### src/rtl/wdt_pkg.sv
package wdt_pkg;

    typedef enum logic [2:0] {
        ST_OFF   = 3'd0,
        ST_ARMED = 3'd1,
        ST_IRQ   = 3'd2,
        ST_NMI   = 3'd3,
        ST_RESET = 3'd4
    } wdt_state_e;

    localparam logic [1:0] MODE_OFF      = 2'd0;
    localparam logic [1:0] MODE_IRQ      = 2'd1;
    localparam logic [1:0] MODE_IRQ_NMI  = 2'd2;
    localparam logic [1:0] MODE_FULL     = 2'd3;

    function automatic logic [1:0] stage_of(input wdt_state_e st);
        case (st)
            ST_IRQ:   stage_of = 2'd1;
            ST_NMI:   stage_of = 2'd2;
            ST_RESET: stage_of = 2'd3;
            default:  stage_of = 2'd0;
        endcase
    endfunction

endpackage

### src/rtl/wdt_countdown.sv
module wdt_countdown #(
    parameter int LEN_W = 16,
    parameter int LOW_W = 8,
    parameter int PRE_W = 8
) (
    input  logic             clk,
    input  logic             rst_n,
    input  logic             restart_i,
    input  logic [LEN_W-1:0] len_i,
    input  logic             run_i,
    output logic             expire_o
);
    localparam int CNT_W = LEN_W + LOW_W;

    logic [PRE_W-1:0] pre_q;
    logic [CNT_W-1:0] cnt_q;
    logic [CNT_W-1:0] load_val;
    logic             pre_wrap;

    assign load_val = {len_i, {LOW_W{1'b1}}};
    assign pre_wrap = &pre_q;
    assign expire_o = run_i && pre_wrap && (cnt_q == '0);

    always_ff @(posedge clk or negedge rst_n) begin
        if (!rst_n) begin
            pre_q <= '0;
            cnt_q <= '0;
        end else if (restart_i) begin
            pre_q <= '0;
            cnt_q <= load_val;
        end else if (run_i) begin
            pre_q <= pre_q + 1'b1;
            if (pre_wrap) begin
                if (cnt_q == '0) begin
                    cnt_q <= load_val;
                end else begin
                    cnt_q <= cnt_q - 1'b1;
                end
            end
        end
    end

    // the decrementer only moves on a prescaler wrap
    assert_step_on_wrap_R2: assert property (@(posedge clk) disable iff (!rst_n)
        (run_i && !restart_i && !pre_wrap) |=> $stable(cnt_q));

    // a stopped timer holds its count
    assert_hold_when_stopped_R5: assert property (@(posedge clk) disable iff (!rst_n)
        (!run_i && !restart_i) |=> ($stable(cnt_q) && $stable(pre_q)));

endmodule

### src/rtl/wdt_stage_fsm.sv
module wdt_stage_fsm
    import wdt_pkg::*;
(
    input  logic       clk,
    input  logic       rst_n,
    input  logic       clear_all_i,
    input  logic       cfg_wr_i,
    input  logic [1:0] new_mode_i,
    input  logic       poke_i,
    input  logic [1:0] mode_i,
    input  logic       expire_i,
    output wdt_state_e state_o,
    output logic       run_o,
    output logic       irq_o,
    output logic       nmi_o,
    output logic       rst_req_o
);
    wdt_state_e state_q;
    wdt_state_e state_d;

    // state register
    always_ff @(posedge clk or negedge rst_n) begin
        if (!rst_n) begin
            state_q <= ST_OFF;
        end else begin
            state_q <= state_d;
        end
    end

    // next-state logic
    always_comb begin
        state_d = state_q;
        if (clear_all_i) begin
            state_d = ST_OFF;
        end else if (cfg_wr_i) begin
            state_d = (new_mode_i == MODE_OFF) ? ST_OFF : ST_ARMED;
        end else if (poke_i) begin
            state_d = (mode_i == MODE_OFF) ? ST_OFF : ST_ARMED;
        end else if (expire_i) begin
            unique case (state_q)
                ST_ARMED: state_d = ST_IRQ;
                ST_IRQ:   state_d = ST_NMI;
                ST_NMI:   state_d = ST_RESET;
                ST_OFF:   state_d = ST_OFF;
                ST_RESET: state_d = ST_RESET;
                default:  state_d = ST_OFF;
            endcase
        end
    end

    // outputs
    always_comb begin
        run_o     = 1'b0;
        irq_o     = 1'b0;
        nmi_o     = 1'b0;
        rst_req_o = 1'b0;
        unique case (state_q)
            ST_OFF: begin
            end
            ST_ARMED: begin
                run_o = (mode_i != MODE_OFF);
            end
            ST_IRQ: begin
                irq_o = 1'b1;
                run_o = (mode_i == MODE_IRQ_NMI) || (mode_i == MODE_FULL);
            end
            ST_NMI: begin
                irq_o = 1'b1;
                nmi_o = 1'b1;
                run_o = (mode_i == MODE_FULL);
            end
            ST_RESET: begin
                irq_o     = 1'b1;
                nmi_o     = 1'b1;
                rst_req_o = 1'b1;
            end
            default: begin
            end
        endcase
    end

    assign state_o = state_q;

    // the interrupt only rises after an expiry
    assert_irq_from_expiry_R2: assert property (@(posedge clk) disable iff (!rst_n)
        $rose(irq_o) |-> $past(expire_i));

    // the NMI only follows an interrupt already raised
    assert_nmi_after_irq_R3: assert property (@(posedge clk) disable iff (!rst_n)
        $rose(nmi_o) |-> $past(irq_o));

    // mode 1 never reaches the NMI stage
    assert_mode1_no_nmi_R5: assert property (@(posedge clk) disable iff (!rst_n)
        (mode_i == MODE_IRQ) |-> !nmi_o);

    // a service always drops the interrupt
    assert_poke_clears_R7: assert property (@(posedge clk) disable iff (!rst_n)
        poke_i |=> !irq_o);

    // a reset request only comes from mode 3
    assert_reset_needs_full_R4: assert property (@(posedge clk) disable iff (!rst_n)
        $rose(rst_req_o) |-> $past(mode_i == MODE_FULL));

endmodule

### src/rtl/wdt_core_timer.sv
module wdt_core_timer
    import wdt_pkg::*;
#(
    parameter int LEN_W  = 16,
    parameter int LOW_W  = 8,
    parameter int PRE_W  = 8,
    parameter int DATA_W = 32
) (
    input  logic              clk,
    input  logic              rst_n,
    input  logic              clear_all_i,
    input  logic              cfg_wr_i,
    input  logic [LEN_W-1:0]  wr_len_i,
    input  logic [1:0]        wr_mode_i,
    input  logic              poke_i,
    output logic [DATA_W-1:0] cfg_rd_o,
    output logic              irq_o,
    output logic              nmi_o,
    output logic              rst_req_o
);
    localparam int REG_W = LEN_W + 4;

    logic [LEN_W-1:0] len_q;
    logic [1:0]       mode_q;
    logic [LEN_W-1:0] cur_len;
    logic             restart;
    logic             run;
    logic             expire;
    wdt_state_e       state;

    always_ff @(posedge clk or negedge rst_n) begin
        if (!rst_n) begin
            len_q  <= '0;
            mode_q <= MODE_OFF;
        end else if (clear_all_i) begin
            len_q  <= '0;
            mode_q <= MODE_OFF;
        end else if (cfg_wr_i) begin
            len_q  <= wr_len_i;
            mode_q <= wr_mode_i;
        end
    end

    assign cur_len = cfg_wr_i ? wr_len_i : len_q;
    assign restart = clear_all_i || cfg_wr_i || poke_i;

    wdt_countdown #(
        .LEN_W (LEN_W),
        .LOW_W (LOW_W),
        .PRE_W (PRE_W)
    ) u_count (
        .clk       (clk),
        .rst_n     (rst_n),
        .restart_i (restart),
        .len_i     (cur_len),
        .run_i     (run),
        .expire_o  (expire)
    );

    wdt_stage_fsm u_fsm (
        .clk         (clk),
        .rst_n       (rst_n),
        .clear_all_i (clear_all_i),
        .cfg_wr_i    (cfg_wr_i),
        .new_mode_i  (wr_mode_i),
        .poke_i      (poke_i),
        .mode_i      (mode_q),
        .expire_i    (expire),
        .state_o     (state),
        .run_o       (run),
        .irq_o       (irq_o),
        .nmi_o       (nmi_o),
        .rst_req_o   (rst_req_o)
    );

    assign cfg_rd_o = DATA_W'({stage_of(state), mode_q, len_q});

    // a disabled core never shows an interrupt
    assert_off_quiet_R6: assert property (@(posedge clk) disable iff (!rst_n)
        (cfg_wr_i && !clear_all_i && wr_mode_i == MODE_OFF) |=> (!irq_o && !nmi_o));

    initial begin
        assert_reg_fits_R9: assert (REG_W <= DATA_W);
    end

endmodule

### src/rtl/wdt_regif.sv
module wdt_regif #(
    parameter int NUM_CORES = 4,
    parameter int LEN_W     = 16,
    parameter int DATA_W    = 32,
    parameter int ADDR_W    = 3
) (
    input  logic                             wr_en,
    input  logic [ADDR_W-1:0]                wr_addr,
    input  logic [DATA_W-1:0]                wr_data,
    input  logic [ADDR_W-1:0]                rd_addr,
    input  logic [NUM_CORES-1:0][DATA_W-1:0] cfg_rd_i,
    output logic [NUM_CORES-1:0]             cfg_wr_o,
    output logic [NUM_CORES-1:0]             poke_o,
    output logic [LEN_W-1:0]                 wr_len_o,
    output logic [1:0]                       wr_mode_o,
    output logic [DATA_W-1:0]                rd_data
);
    logic poke_val;

    assign wr_len_o  = wr_data[LEN_W-1:0];
    assign wr_mode_o = wr_data[LEN_W+1:LEN_W];
    assign poke_val  = (wr_data == DATA_W'(1));

    always_comb begin
        cfg_wr_o = '0;
        poke_o   = '0;
        rd_data  = '0;
        for (int i = 0; i < NUM_CORES; i++) begin
            if (wr_en && wr_addr == ADDR_W'(2 * i)) begin
                cfg_wr_o[i] = 1'b1;
            end
            if (wr_en && poke_val && wr_addr == ADDR_W'(2 * i + 1)) begin
                poke_o[i] = 1'b1;
            end
            if (rd_addr == ADDR_W'(2 * i)) begin
                rd_data = cfg_rd_i[i];
            end
        end
    end

endmodule

### src/rtl/core_watchdog_bank.sv
module core_watchdog_bank #(
    parameter int NUM_CORES = 4,
    parameter int LEN_W     = 16,
    parameter int LOW_W     = 8,
    parameter int PRE_W     = 8,
    parameter int DATA_W    = 32,
    parameter int ADDR_W    = $clog2(NUM_CORES) + 1
) (
    input  logic                 clk,
    input  logic                 rst_n,
    input  logic                 wr_en,
    input  logic [ADDR_W-1:0]    wr_addr,
    input  logic [DATA_W-1:0]    wr_data,
    input  logic [ADDR_W-1:0]    rd_addr,
    output logic [DATA_W-1:0]    rd_data,
    output logic [NUM_CORES-1:0] irq_o,
    output logic [NUM_CORES-1:0] nmi_o,
    output logic                 soft_rst_o
);
    logic [NUM_CORES-1:0][DATA_W-1:0] cfg_rd;
    logic [NUM_CORES-1:0]             cfg_wr;
    logic [NUM_CORES-1:0]             poke;
    logic [NUM_CORES-1:0]             rst_req;
    logic [LEN_W-1:0]                 wr_len;
    logic [1:0]                       wr_mode;

    wdt_regif #(
        .NUM_CORES (NUM_CORES),
        .LEN_W     (LEN_W),
        .DATA_W    (DATA_W),
        .ADDR_W    (ADDR_W)
    ) u_regif (
        .wr_en     (wr_en),
        .wr_addr   (wr_addr),
        .wr_data   (wr_data),
        .rd_addr   (rd_addr),
        .cfg_rd_i  (cfg_rd),
        .cfg_wr_o  (cfg_wr),
        .poke_o    (poke),
        .wr_len_o  (wr_len),
        .wr_mode_o (wr_mode),
        .rd_data   (rd_data)
    );

    for (genvar c = 0; c < NUM_CORES; c++) begin : g_core
        wdt_core_timer #(
            .LEN_W  (LEN_W),
            .LOW_W  (LOW_W),
            .PRE_W  (PRE_W),
            .DATA_W (DATA_W)
        ) u_timer (
            .clk         (clk),
            .rst_n       (rst_n),
            .clear_all_i (soft_rst_o),
            .cfg_wr_i    (cfg_wr[c]),
            .wr_len_i    (wr_len),
            .wr_mode_i   (wr_mode),
            .poke_i      (poke[c]),
            .cfg_rd_o    (cfg_rd[c]),
            .irq_o       (irq_o[c]),
            .nmi_o       (nmi_o[c]),
            .rst_req_o   (rst_req[c])
        );
    end

    assign soft_rst_o = |rst_req;

    // the chip reset request lasts a single clock
    assert_reset_single_pulse_R4: assert property (@(posedge clk) disable iff (!rst_n)
        soft_rst_o |=> !soft_rst_o);

    // the reset sweep leaves every core quiet
    assert_reset_clears_all_R4: assert property (@(posedge clk) disable iff (!rst_n)
        soft_rst_o |=> (irq_o == '0 && nmi_o == '0));

    // nothing is raised in the first cycle out of reset
    assert_quiet_after_reset_R1: assert property (@(posedge clk)
        $rose(rst_n) |-> (irq_o == '0 && !soft_rst_o));

endmodule

### config.mk
export PLATFORM = sky130hd
export DESIGN_NAME = core_watchdog_bank
export DESIGN_NICKNAME = d
export VERILOG_FILES = /design/src/rtl/wdt_pkg.sv /design/src/rtl/wdt_countdown.sv /design/src/rtl/wdt_stage_fsm.sv /design/src/rtl/wdt_core_timer.sv /design/src/rtl/wdt_regif.sv /design/src/rtl/core_watchdog_bank.sv
export SDC_FILE = /design/constraint.sdc
export NUM_CORES = 1
export LEC_CHECK = 0
export BUFFER_PORTS_ARGS = -buffer_cell sky130_fd_sc_hd__buf_2
export CAP_MARGIN = 20
export CORE_ASPECT_RATIO = 0.8
export CORE_MARGIN = 2
export CORE_UTILIZATION = 30
export DETAILED_ROUTE_END_ITERATION = 12
export RECOVER_POWER = 100
export SLEW_MARGIN = 20
export SYNTH_ARGS = -nofsm -noshare
export SYNTH_HDL_FRONTEND = slang
export SYNTH_SLANG_ARGS = --single-unit
### constraint.sdc
create_clock -name clk -period 3.04 [get_ports clk]
set_input_delay 0.152 -clock clk [delete_from_list [all_inputs] [get_ports clk]]
set_output_delay 0.152 -clock clk [all_outputs]
set_load 0.02 [all_outputs]
==> results.md <==
Run status:
- The run finished, with violations left.
- The final reports fail on max-capacitance violations, max-slew violations.

Logic synthesis:
- After synthesis the netlist holds a flip-flop and latch count of 212.
- The cell area that synthesis handed to floorplanning was 12500 sq um.
- The count of distinct cell types in the synthesized netlist is 75.
- Sorting the synthesized cells by area gives the leading types as sky130_fd_sc_hd__dfrtp_1 42%, sky130_fd_sc_hd__mux2i_1 7.8%, sky130_fd_sc_hd__nor2_1 5.3%.
- Summing the sequential cell areas from Yosys gives 42.3% of the chip area.
- The average cell area after synthesis is 9.22 sq um.
- For this run, the number of Yosys warnings is 0.
- The area fraction of the dominant cell type after synthesis is 42.3%.
- Sorting the synthesized cells by how often they occur yields 212 x sky130_fd_sc_hd__dfrtp_1, 177 x sky130_fd_sc_hd__nor2_1, 111 x sky130_fd_sc_hd__nand2_1.
- The most frequently used cell type in the post-synthesis netlist is sky130_fd_sc_hd__dfrtp_1.
- The cell count after synthesis is 1361.
- The most common flop cell mapped by yosys is sky130_fd_sc_hd__dfrtp_1.
- The fraction of registers with async set or reset after synthesis is 100%.
- Yosys mapped a number of flops with a built-in enable equal to 0.
- Summed over all instances, the cell type with the most area after synthesis is sky130_fd_sc_hd__dfrtp_1.

Route:
- The number of routed nets with antenna violations is 0.
- The per-cell via count in the routed design is 5.42.
- The post-detailed-route DRC marker count is 0.
- For this block, the routed nets add up to 38.0 mm of wire.
- After detailed routing, the average wire length per cell comes to 18.8 um.
- The first detailed-routing pass took 5 iterations.
- The detailed router finished its first iteration with 945 violations.
- The total via count after detailed routing is 11000.

Worst setup path:
- The start-to-end type of the worst setup path is in -> reg.
- The critical path contains buffers and inverters numbering 4 combined.
- The startpoint identified for the worst register-to-register timing path is g_core[2].u_timer.u_fsm.state_o[2].
- Data on the critical path is required at its endpoint by 3500 ps.
- Traced cell by cell, the critical path runs through dlygate4sd3_1, clkbuf_1, nor4_1, clkbuf_1, nand4_1, or4_1, and3_1, clkbuf_4, a21o_1, a22o_1.
- STA classifies the critical path startpoint as an input port.
- The endpoint kind of the worst setup timing path is a register.
- The library cell appearing most often on the critical path is sky130_fd_sc_hd__clkbuf_1.
- The maximum fanout count along the critical path is 21.
- On the worst path, the slowest cell contributes a delay of 730 ps.
- The data arrival time of the worst path is 3380 ps.
- The largest delay contributor family on the critical path is simple AND/OR/NAND/NOR gates.
- The register-to-register setup slack is 200 ps.
- The startpoint of the most critical setup path is wr_data[4].
- The critical path's slowest cell is sky130_fd_sc_hd__or4_1.

Worst hold path:
- The worst hold path belongs to the class in -> reg.
- The startpoint of the lowest-slack hold path is wr_data[0].

STA:
- In this run the tightest slew margin relative to its limit is -56.4%.
- Setup repair after global routing left no endpoint under its margin.
- The setup slack of the critical path after layout is 121 ps.
- Final hold analysis gives a worst-case slack of 4.57 ps.
- The number of pins exceeding their max-slew limit in the final report is 87.
- Across the routed clock network, the largest skew measured is 34.7 ps.
- For the pin with the worst max-slew slack, the measured transition is 2350 ps.
- The total of endpoints with negative setup slack in the final report is 0.
- The accumulated negative setup slack is 0 ps.
- Subtracting the final worst setup slack from the clock period gives 2920 ps.
- The number of failing hold endpoints at the final stage came to 0.
- The final critical-path share of the clock period is 96.0%.
- The highest achievable clock rate is 0.343 GHz.

Placed design:
- At the end of routability-driven placement, the weighted congestion stood at 0.887.
- The placed instances occupy a cell area of 13800 sq um.
- Detailed placement ended at an HPWL of 27.9 mm.
- During placement, the flow inserted port buffers numbering 69.
- The worst setup timing slack at the placement stage is 29.8 ps.

GRT:
- The via count of the first global-routing pass is 10600.
- The maximum number of pins on one net before global-route repair is 88.
- After global routing the overflow that remains totals 0.
- In the global route stage, overall resource usage came out at 17.4%.
- The initial antenna violation count is 1.
- The global-route wire length before repair is 60.5 mm.

Cells and area:
- The finished layout cell area is 14700 sq um.
- The post-route netlist has 14.2% of its cells at a drive strength greater than 1.
- 0 antenna diodes ended up in the layout.
- The number of nets in the layout is 1513.
- The area growth from synthesis to layout is 16.9%.

Clock network:
- The tree is rooted in a sky130_fd_sc_hd__clkbuf_16.
- The clock-pin slew on the worst setup and hold paths is 60 ps.
- The TritonCTS clock tree is done.
- CTS built an H-tree with a depth of 1.
- Counting along the longest clock path gives a buffer depth of 3.
- The clock sink count is 212.
- The clock buffer count from CTS is 24.
- The latest clock arrival within the worst-skew pair is 570 ps.
- In this run the post-CTS setup repair buffer count came out at 0.

Power and ir drop:
- The total power draw is 13.1 mW.
- The power density over the cells is 894 nW/um^2.
- The static leakage is 6.45 nW.
- IR analysis of the VDD net gives a maximum drop of 0.000435 V.

Die:
- The height of the chip is 187 um.
- The die covers 43500 sq um.
- The I/O pin count is 82.
- The die is 233 um wide.
- The floorplan row count is 66.
- Once the floorplan was initialized, standard cells occupied 30.6% of the core.
- The core region is 41000 sq um.

Flow run:
- The tool flagged a number of max-cap violations equal to 1.
## placed cells by master (no fill, tap or decap), drive strengths merged, types with 11 or more instances in the layout
cell type and n:
dfrtp 212, nor2 178, nand2 111, buf 102
mux2i 98, clkbuf 75, o21ai 73, a21oi 61
nor3 47, inv 39, nand3 38, nor4 35
nor2b 27, nand4 25, or3 23, mux4 19
and3 19, xor2 16, o31ai 15, or4 15
a22o 15, o22a 15, dlygate4sd3 14, nand2b 12
ha 12, conb 12, and2 12, xnor2 11
## flip-flops by register name, indices dropped and copies added, names as in the netlist
signal / flops
g_core.u_timer.u_count.cnt_q: 96
g_core.u_timer.len_q: 64
g_core.u_timer.u_count.pre_q: 32
g_core.u_timer.u_fsm.state_o: 12
g_core.u_timer.mode_q: 8
## layer usage
| layer | global-route usage [%] | wire length [um] |
|---|---|---|
| met5 | 0 | 0 |
| met4 | 4.12 | 869 |
| met3 | 3.84 | 2830 |
| met2 | 25.4 | 16400 |
| met1 | 26.1 | 17900 |
## worst register-to-register path, stage by stage (launching register included)
cell and delay (ps):
sky130_fd_sc_hd__dfrtp_1 380, sky130_fd_sc_hd__nor3b_1 130, sky130_fd_sc_hd__clkbuf_1 170, sky130_fd_sc_hd__a2111oi_4 320
sky130_fd_sc_hd__o21ai_1 180, sky130_fd_sc_hd__buf_2 210, sky130_fd_sc_hd__nor3b_4 600, sky130_fd_sc_hd__buf_4 270
sky130_fd_sc_hd__mux2_2 330, sky130_fd_sc_hd__o22ai_1 130
## logic make-up (layout without fill, tap and decap cells)
family,after synthesis,in the layout,synth area share (%)
buf+inv,134,238,4.96
compound gates,270,270,14.5
mux,125,125,11.9
flops,212,212,42.3
simple gates,580,580,23.3
other cells,1,12,0.0299
xor+xnor,27,27,1.88
fa+ha+maj,12,12,1.20
## stage by stage
step | cells | util [%]
after global placement | 1964 | 33.7
after floorplan | 1372 | -
final | 2020 | 35.8
after global routing | 2020 | 35.8
after CTS | 2020 | 36.0
after detailed placement | 1964 | 33.7
## cell type report
type                       count  area (sq um)
clock buffer                  33           694
timing repair buffer         158          1040
clock inverter                 9          98.8
inverter                      38           143
tap                          544           681
multi-input combinational   1026          6720
sequential                   212          5310
fill                        4213         26300
## power by group
group	total (mW)	internal (mW)	switching, mW
sequential	4.41	3.65	0.753
clock	2.96	1.69	1.27
combinational	5.76	2.19	3.57
total	13.1	7.53	5.59
## path summary, 6_finish.rpt
kind                                                  endpoint  cells past startpoint
max                        g_core[3].u_timer.u_count.cnt_q[12]                     10
min                                 g_core[3].u_timer.len_q[0]                      3
max reg2reg                g_core[1].u_timer.u_count.cnt_q[18]                      9
min reg2reg                 g_core[1].u_timer.u_count.cnt_q[9]                      1
max in group asynchronous   g_core[1].u_timer.u_count.cnt_q[4]                      3
min in group asynchronous   g_core[0].u_timer.u_count.pre_q[5]                      2
## timing repair
item                       in CTS  in global routing
hold endpoints to repair      101                  0
gates resized for setup         1                  4
gates cloned                    0                  0
hold buffers                   14                  0
setup endpoints to repair       1                 12
(Power assumes the default switching activity.)
